### config.mk
export PLATFORM = sky130hd
export DESIGN_NAME = shared_reg_updater
export DESIGN_NICKNAME = d
export VERILOG_FILES = /design/src/rtl/sru_pkg.sv /design/src/rtl/sru_sched.sv /design/src/rtl/sru_update.sv /design/src/rtl/shared_reg_updater.sv
export SDC_FILE = /design/constraint.sdc
export NUM_CORES = 1
export LEC_CHECK = 0
export CORE_UTILIZATION = 40
export CTS_CLUSTER_DIAMETER = 60
export DETAILED_ROUTE_END_ITERATION = 6
export HOLD_SLACK_MARGIN = 0.08
export PLACE_DENSITY = 0.63
export SYNTH_ARGS = -nofsm -noshare
export SYNTH_HDL_FRONTEND = slang
export SYNTH_HIERARCHICAL = 1
export SYNTH_SLANG_ARGS = --single-unit
### constraint.sdc
create_clock -name clk -period 2.95 [get_ports clk]
set_input_delay 0.59 -clock clk [delete_from_list [all_inputs] [get_ports clk]]
set_output_delay 0.59 -clock clk [all_outputs]
set_load 0.03 [all_outputs]
### src/rtl/sru_pkg.sv
package sru_pkg;

    localparam int NPROC = 4;
    localparam int REG_X = 0;
    localparam int REG_Y = 1;

    // Activity visited at a given urgency rank (rank 0 = most urgent)
    function automatic int urgency(input int rank);
        case (rank)
            0:       return 2;
            1:       return 3;
            2:       return 1;
            default: return 0;
        endcase
    endfunction

    function automatic bit present(input bit full, input int p);
        return (p < 3) || full;
    endfunction

    // bit REG_X = writes x, bit REG_Y = writes y
    function automatic logic [1:0] wmask(input bit full, input int p);
        case (p)
            0:       return 2'b01;
            1:       return 2'b11;
            2:       return full ? 2'b11 : 2'b10;
            default: return full ? 2'b11 : 2'b00;
        endcase
    endfunction

    function automatic int dx(input bit full, input int p);
        case (p)
            0:       return 1;
            1:       return -1;
            2:       return full ? 1 : 0;
            default: return 2;
        endcase
    endfunction

    function automatic int dy(input int p);
        case (p)
            0:       return 0;
            1:       return 1;
            2:       return -1;
            default: return -2;
        endcase
    endfunction

    function automatic logic [NPROC-1:0] writers(input bit full, input int r);
        logic [NPROC-1:0] m;
        m = '0;
        for (int p = 0; p < NPROC; p++) begin
            m[p] = wmask(full, p)[r] & present(full, p);
        end
        return m;
    endfunction

endpackage

### src/rtl/sru_sched.sv
module sru_sched
    import sru_pkg::*;
#(
    parameter bit FULL = 1'b1
) (
    input  logic [NPROC-1:0] cond_i,
    output logic [NPROC-1:0] fire_o
);
    logic [1:0] claimed;

    // Visit activities by urgency; one fires if no firing, more urgent one shares a register
    always_comb begin
        claimed = '0;
        fire_o  = '0;
        for (int r = 0; r < NPROC; r++) begin
            if (cond_i[urgency(r)] && present(FULL, urgency(r)) &&
                ((wmask(FULL, urgency(r)) & claimed) == 2'b00)) begin
                fire_o[urgency(r)] = 1'b1;
                claimed = claimed | wmask(FULL, urgency(r));
            end
        end
    end
endmodule

### src/rtl/sru_update.sv
module sru_update
    import sru_pkg::*;
#(
    parameter bit FULL = 1'b1,
    parameter int W    = 8
) (
    input  logic [NPROC-1:0] fire_i,
    input  logic [W-1:0]     x_i,
    input  logic [W-1:0]     y_i,
    output logic [W-1:0]     x_o,
    output logic [W-1:0]     y_o
);
    logic [W-1:0] step_x;
    logic [W-1:0] step_y;

    // The scheduler guarantees a single writer per register, so OR-combining is a mux
    always_comb begin
        step_x = '0;
        step_y = '0;
        for (int p = 0; p < NPROC; p++) begin
            if (fire_i[p] && wmask(FULL, p)[REG_X]) step_x = step_x | W'(dx(FULL, p));
            if (fire_i[p] && wmask(FULL, p)[REG_Y]) step_y = step_y | W'(dy(p));
        end
        x_o = x_i + step_x;
        y_o = y_i + step_y;
    end
endmodule

### src/rtl/shared_reg_updater.sv
module shared_reg_updater
    import sru_pkg::*;
#(
    parameter bit          FULL   = 1'b1,
    parameter int          W      = 8,
    parameter logic [W-1:0] X_INIT = '0,
    parameter logic [W-1:0] Y_INIT = '0
) (
    input  logic             clk,
    input  logic             rst,
    input  logic [NPROC-1:0] cond_i,
    output logic [W-1:0]     x_o,
    output logic [W-1:0]     y_o,
    output logic [NPROC-1:0] fire_o
);
    localparam logic [NPROC-1:0] XW = writers(FULL, REG_X);
    localparam logic [NPROC-1:0] YW = writers(FULL, REG_Y);

    typedef struct packed {
        logic [W-1:0]     x;
        logic [W-1:0]     y;
        logic [NPROC-1:0] fire;
    } state_t;

    state_t            st_d, st_q;
    logic [NPROC-1:0]  fire_c;
    logic [W-1:0]      x_c, y_c;

    sru_sched #(.FULL(FULL)) u_sched (
        .cond_i (cond_i),
        .fire_o (fire_c)
    );

    sru_update #(.FULL(FULL), .W(W)) u_update (
        .fire_i (fire_c),
        .x_i    (st_q.x),
        .y_i    (st_q.y),
        .x_o    (x_c),
        .y_o    (y_c)
    );

    always_comb begin
        st_d.x    = x_c;
        st_d.y    = y_c;
        st_d.fire = fire_c;
    end

    always_ff @(posedge clk) begin
        if (rst) begin
            st_q.x    <= X_INIT;
            st_q.y    <= Y_INIT;
            st_q.fire <= '0;
        end else begin
            st_q <= st_d;
        end
    end

    assign x_o    = st_q.x;
    assign y_o    = st_q.y;
    assign fire_o = st_q.fire;

    // Most urgent request is always granted
    p_urgent_wins_r2: assert property (@(posedge clk) disable iff (rst)
        (!$past(rst) && $past(cond_i[2])) |-> fire_o[2]);

    // A register nobody wrote keeps its value
    p_hold_x_r8: assert property (@(posedge clk) disable iff (rst)
        (!$past(rst) && ((fire_o & XW) == '0)) |-> (x_o == $past(x_o)));
    p_hold_y_r8: assert property (@(posedge clk) disable iff (rst)
        (!$past(rst) && ((fire_o & YW) == '0)) |-> (y_o == $past(y_o)));

    // Single writer per register
    p_one_writer_r8: assert property (@(posedge clk) disable iff (rst)
        $onehot0(fire_o & XW) && $onehot0(fire_o & YW));

    // Lone increment of x
    p_inc_x_r5: assert property (@(posedge clk) disable iff (rst)
        (!$past(rst) && (fire_o == 4'b0001)) |-> (x_o == $past(x_o) + W'(1)));

    // Reduced configuration has no activity 3
    p_no_act3_r7: assert property (@(posedge clk) disable iff (rst)
        !FULL |-> !fire_o[3]);
endmodule

# After elaboration in Yosys (flattened, before gate mapping)
# Cells that the tools add are included.
# totals
ff_bits	20
in_bits	6
out_inout_bits	20
wordCells	70
# op_classes
addsub	2
order_cmp	8
n_mux	35
n_bitwise	10
reduce_logical	12
# ops
op	count
>= comparator 32 x 1 -> 1 bit (second input constant)	4
< comparator 32 x 4 -> 1 bit (second input constant)	4
two-way mux 32 bit	4
two-way mux 8 bit	10
zero test 32 bit	2
bitwise OR 8 bit	5
adder 8 bit	2
two-way mux 4 bit	4
bitwise OR 4 bit	3
two-way mux 2 bit	5
demux 1 bit (select 2 bit)	4
two-way mux 1 bit	8
logical AND 1 bit	7
zero test 2 bit	3
bitwise OR 2 bit	1
bitwise OR 1 bit	1

# Logic depth before layout (Yosys ltp)
# Gate-level depths: netlist of the first run.
# depth
depth_word	34
depth_mapped	9
mapped_depth_nobuf	9

# By module
# The synthesis of the first run kept the hierarchy.
# modules_own_cells
mod	n_inst	cells_each	area_per_inst_um2	seq_area_each_um2
shared_reg_updater	1	42	618.1	400.4
sru_update	1	74	598.1	0.0
sru_sched	1	4	36.3	0.0

# Worst setup path after synthesis of the first run
# No wires, ideal clock.
# synth_timing
kind	input-to-reg
startpoint	in cond_i[3]
endpoint	reg st_q (netlist bit y_o[6])
setup_ns	0.115
t_arrival_ns	2.475
t_required_ns	2.835
slack_ns	0.360
stages	9
n_path_buf	0
cell_sequence	nor3b_1 or2_2 ha_1 fa_1 a21oi_1 o211ai_1 a21oi_1 xnor2_1 nor2b_2
# synth_between
elab_chain_cells	14
elab_cells_between_ends	19
cone_classes	add/sub: 1; mux: 8; bitwise: 5; reduce/logical: 5
# synth_rtl
item	line	source
start: declaration	shared_reg_updater.sv:11	input logic [NPROC-1:0] cond_i,
logical AND 1 bit (*)	sru_sched.sv:16	if (cond_i[urgency(r)] && present(FULL, urgency(r)) &&
two-way mux 2 bit	sru_sched.sv:16	
zero test 2 bit	sru_sched.sv:17	((wmask(FULL, urgency(r)) & claimed) == 2'b00)) begin
logical AND 1 bit	sru_sched.sv:16	
two-way mux 1 bit	sru_sched.sv:16	
zero test 2 bit	sru_sched.sv:17	
logical AND 1 bit	sru_sched.sv:16	
two-way mux 4 bit (*)	sru_sched.sv:16	
two-way mux 1 bit	sru_update.sv:22	if (fire_i[p] && wmask(FULL, p)[REG_Y]) step_y = step_y | W'(dy(p));
bitwise OR 8 bit	sru_update.sv:22	
two-way mux 8 bit	sru_update.sv:22	
bitwise OR 8 bit	sru_update.sv:22	
two-way mux 8 bit (*)	sru_update.sv:22	
adder 8 bit (*)	sru_update.sv:25	y_o = y_i + step_y;
net y_c[6]	shared_reg_updater.sv:27	logic [W-1:0] x_c, y_c;
end signal: assignment	shared_reg_updater.sv:54	st_q <= st_d;
end: declaration	shared_reg_updater.sv:25	state_t st_d, st_q;
# Mark *: on every way through the listed nets, which the timed path passes. The rest lies on a longest branch.
# A chain may end at the register's enable or synchronous reset.

# Worst setup path after layout of the first run
# layout_timing
startpoint	in cond_i[1]
endpoint	reg st_q (netlist bit x_o[6])
# layout_between
elab_cells_between_ends	15
cone_classes	add/sub: 1; mux: 7; bitwise: 4; reduce/logical: 3
# layout_lines
item	line	source
logical AND 1 bit (*)	sru_sched.sv:16	
two-way mux 1 bit	sru_sched.sv:16	
zero test 2 bit	sru_sched.sv:17	
logical AND 1 bit	sru_sched.sv:16	
two-way mux 4 bit (*)	sru_sched.sv:16	
net fire_c[1]	shared_reg_updater.sv:26	logic [NPROC-1:0] fire_c;
two-way mux 8 bit (*)	sru_update.sv:21	if (fire_i[p] && wmask(FULL, p)[REG_X]) step_x = step_x | W'(dx(FULL, p));
bitwise OR 8 bit	sru_update.sv:21	
two-way mux 8 bit (*)	sru_update.sv:21	
bitwise OR 8 bit	sru_update.sv:21	
two-way mux 8 bit (*)	sru_update.sv:21	
adder 8 bit (*)	sru_update.sv:24	x_o = x_i + step_x;
net x_c[6]	shared_reg_updater.sv:27	
# Marks and branches as above.

==> results.md, run 1 <==
- The number of enable flip-flop cells after synthesis is 0.
- Setup violations remaining at the end of the flow were counted as 0.
- Global routing used 13.9% of the available tracks across all layers.
- Relative to the synthesized area, the layout overhead comes to 29.4%.
- The sink of the worst hold path is y_o[0]$_SDFF_PP0_.
- Dividing the detail-routed via count by the number of cells gives 5.07.
- For this design, the sink count on the clock tree is 20.
- The maximum level of the CTS H-tree is 1.
- After detailed routing, the total wire length is 2110 µm.
- The post-synthesis net count is 142.
- The total cell area at the placement stage is 1590 µm².
- After Yosys synthesis, XOR and XNOR cells account for 8.39% of the synthesized area.
- The relative max-transition margin is 75.3%.
- The end of the worst register-to-register path is y_o[6]$_SDFF_PP0_.
- The final-report max-slew violation count is 0.
- The critical path goes through clkdlybuf4s50_1 > nor3b_1 > buf_4 > or3_1 > ha_1 > fa_1 > a21oi_2 > o211ai_1 > a21oi_1 > xnor2_1 > nor2b_2.
- The die span in x is 58.0 µm.
- The number of antenna violations at the first check in global routing was 0.
- The starting DRC count in detailed routing is 9.
- Global routing finished with a remaining overflow of 0.
- The later pin in the worst-skew pair is clocked with a latency of 0.29 ns.
- Detailed placement finished with a half-perimeter wire length of 1640 µm.
- The simple-gate area share of the yosys netlist is 24.5%.
- The largest clock skew in the final design is 0.00619 ns.
- The worst setup path is captured at a flip-flop.
- In this run the cell area of the synthesized design comes to 1250 µm².
- The number of design rule violations left after detail routing is 1.
- The static power due to leakage is 0.676 nW.
- The first global-routing pass estimated 3640 µm of wire.
- The time the worst path needs with I/O delays and setup is 2.80 ns.
- The clock slew at the register clock pins of the worst setup and hold paths is 0.11 ns.
- In this run the vertical extent of the chip is 58.0 µm.
- The upper clock frequency limit is 0.357 GHz.
- The launching point of the worst reg2reg path is y_o[0]$_SDFF_PP0_.
- Setup repair after global routing left no endpoint under its margin.
- The initialized floorplan defines 19 standard-cell rows.
- STA puts the critical path data required time at 3.13 ns.
- The final antenna diode count is 0.
- The pin slew with the least headroom to its limit is 0.370 ns.
- The startpoint of the worst hold path is y_o[0]$_SDFF_PP0_.
- The largest net degree at the start of global routing is 21.
- Cells fill 56.8% of the core in the end.
- The largest fanout on the critical path is 5.
- The final number of hold-violating endpoints came to 0.
- The first TritonRoute pass finished after 6 iterations.
- Yosys mapped the design onto 25 distinct sky130hd cell types.
- The largest family of logic cells by synthesized area is simple AND/OR/NAND/NOR gates.
- At the end of the flow, the number of nets in the layout was 180.
- The type of origin of the critical path is a primary input.
- The via count of the first global-routing pass is 888.
- The number of setup buffers added after CTS is 0.
- The maximum root-to-sink buffer count is 2.
- The number of input and output port buffers inserted is 25.
- The share of synthesized registers carrying an async set or reset is 0%.
- For this run, the slowest stage of the critical path takes 0.43 ns.
- At the end of routability-driven placement, the weighted congestion stood at 0.809.
- The count of nets left with antenna violations once routing finished came out at 0.
- The number of cells on the worst reg-to-reg path is 7.
- The path category of the worst min-delay check is reg -> reg.
- The data arrival time of the critical path is 2.98 ns.
- The start-to-end type of the worst setup path is in -> reg.
- The largest individual stage delay along the critical path comes from the cell clkdlybuf4s50_1.
- The share of the synthesized area in compound gates (AO/OA/AOI/OAI) is 15.0%.
- The die outline area is 3360 µm².
- The fraction of layout instances using a drive strength above 1 is 27.6%.
- The synthesized netlist devotes 17.2% of its cell area to adder and majority cells.
- For this block, the via count after detailed routing is 948.
- TritonCTS built the clock tree.
- The flow ran to the end, but the final reports show violations.
- The final reports fail on DRC.
- Dividing the detail-routed wire length by the instance count gives 11.3 µm.
- The gate count of the mapped netlist is 120.
- The worst path uses 94.8% of the clock period.
- The average cell area after synthesis is 10.4 µm².
- Once the floorplan was initialized, standard cells occupied 43.9% of the core.
- The total core area is 2850 µm².
- Max-cap violations in this run came to 0.
- The peak ir drop on the vdd network is 0.264 mV.
- Counting instances, the worst hold path has a depth of 2.
- The synthesis warning total is 6.
- The multiplexer fraction of the synthesized cell area is 0%.
- In this run the power density over the cells is 688 nW/µm².
- The most used flip-flop cell after synthesis is dfxtp_1.
- The register-to-register path setup slack is 1.13 ns.
- Once layout is done, the placed cells without fillers occupy 1620 µm².
- The part of the Yosys area used for sequential elements is 32.0%.
- The number of clock buffers inserted by TritonCTS is 3.
- Counting flops and latches in the post-synthesis netlist gives 20.
- The master cell of the clock root buffer is clkbuf_4.
- The boundary pin count is 26.
==> worst max path at each step <==
stage	startpoint	endpoint	slack [ns]	cells after the start
after global placement	cond_i[1]	x_o[6]$_SDFF_PP0_	-0.16	11
after detailed placement	cond_i[1]	x_o[6]$_SDFF_PP0_	-0.17	11
after floorplan	cond_i[3]	y_o[6]$_SDFF_PP0_	0.36	9
final	cond_i[1]	x_o[6]$_SDFF_PP0_	0.15	11
after global routing	cond_i[1]	x_o[6]$_SDFF_PP0_	0.03	11
after CTS	cond_i[1]	x_o[6]$_SDFF_PP0_	0.15	11
==> metrics by stage <==
stage,hold slack (ns),std cells,setup WS [ns],TNS (ns),power [mW]
finish,0.601,187,0.152,0,1.11
global route,0.632,187,0.0251,0,1.20
CTS,0.612,187,0.145,0,1.13
detailed placement,0.587,184,-0.172,-0.358,0.998
global placement,0.579,184,-0.163,-0.250,0.991
floorplan,0.796,120,0.360,0,0.814
==> worst max-delay path: cells and delay by family <==
| family | cells | cell delay, ns |
|---|---|---|
| adder cells (fa/ha/maj) | 2 | 0.62 |
| buffers and inverters | 2 | 0.57 |
| AND/OR/NAND/NOR | 3 | 0.65 |
| AO/OA/AOI/OAI | 3 | 0.48 |
| XOR/XNOR | 1 | 0.07 |
==> state kept, by name, summed over array words and instances (netlist names) <==
register,count
x_o,8
y_o,8
fire_o,4
==> synth_stat cells, drive strengths merged, types with 3 or more instances <==
cell type  number  share of area [%]
nor2b          23                 17
o21ai           4                1.6
a21oi          10                4.0
dfxtp          20                 32
nand2           6                1.8
nor2            6                1.8
buf             3                2.4
xnor2           8                5.6
ha             14                 14
xor2            4                2.8
or2             3                1.5
a211oi          4                3.2
==> power by group <==
part / internal, mW / total [mW] / switching, mW / leakage, nW
Combinational: 0.330 / 0.635 / 0.305 / 0.497
Sequential: 0.324 / 0.356 / 0.0320 / 0.165
Clock: 0.0475 / 0.124 / 0.0761 / 0.0138
Total: 0.702 / 1.11 / 0.413 / 0.676
==> kinds of logic after synthesis <==
family                     count (synthesis)
and+or+nand+nor                           41
AOI/OAI and AO/OA                         26
DFF                                       20
adders and majority gates                 16
xor gates and xnor gates                  12
buffers and inverters                      5
==> repair_timing <==
item / in CTS / in global routing
endpoints found under the setup margin: 0 / 1
gates resized for setup: 0 / 1
hold buffers: 0 / 0
==> area by class of cell <==
class / instances / area, µm²
sequential: 20 / 400
tap: 31 / 38.8
clock buffer: 3 / 22.5
fill: 240 / 1230
multi-input combinational: 95 / 818
timing repair buffer: 36 / 333
inverter: 2 / 7.51
==> per-layer routing <==
| layer | share of wire [%] | track usage (%) | up-vias |
|---|---|---|---|
| met3 | 2.6 | 2.01 | 2 |
| li1 | - | - | 485 |
| met5 | 0 | 0 | - |
| met4 | 0.85 | 7.14 | 0 |
| met1 | 49 | 18.5 | 447 |
| met2 | 47 | 22.0 | 14 |
==> cell usage in the layout (no fill, tap or decap), types with 4 or more instances in the layout <==
| cell type | instances |
|---|---|
| buf_4 | 11 |
| clkdlybuf4s50_1 | 25 |
| nor2b_2 | 16 |
| xor2_1 | 4 |
| xnor2_1 | 8 |
| nor2_1 | 6 |
| nor2b_4 | 4 |
| dfxtp_1 | 20 |
| o21ai_0 | 4 |
| nand2_1 | 6 |
| a21oi_1 | 9 |
| ha_1 | 14 |
Power figures use the tool's default switching activity.
==> run 2, diff against run 1 <==
--- a/config.mk
+++ b/config.mk
@@ -5,6 +5,7 @@
 export SDC_FILE = /design/constraint.sdc
 export NUM_CORES = 1
 export LEC_CHECK = 0
+export CAP_MARGIN = 0
 export CORE_UTILIZATION = 40
 export CTS_CLUSTER_DIAMETER = 60
 export DETAILED_ROUTE_END_ITERATION = 6
==> results of run 2 <==
The final DEF is identical to that of run 1; final timing and power are the same.
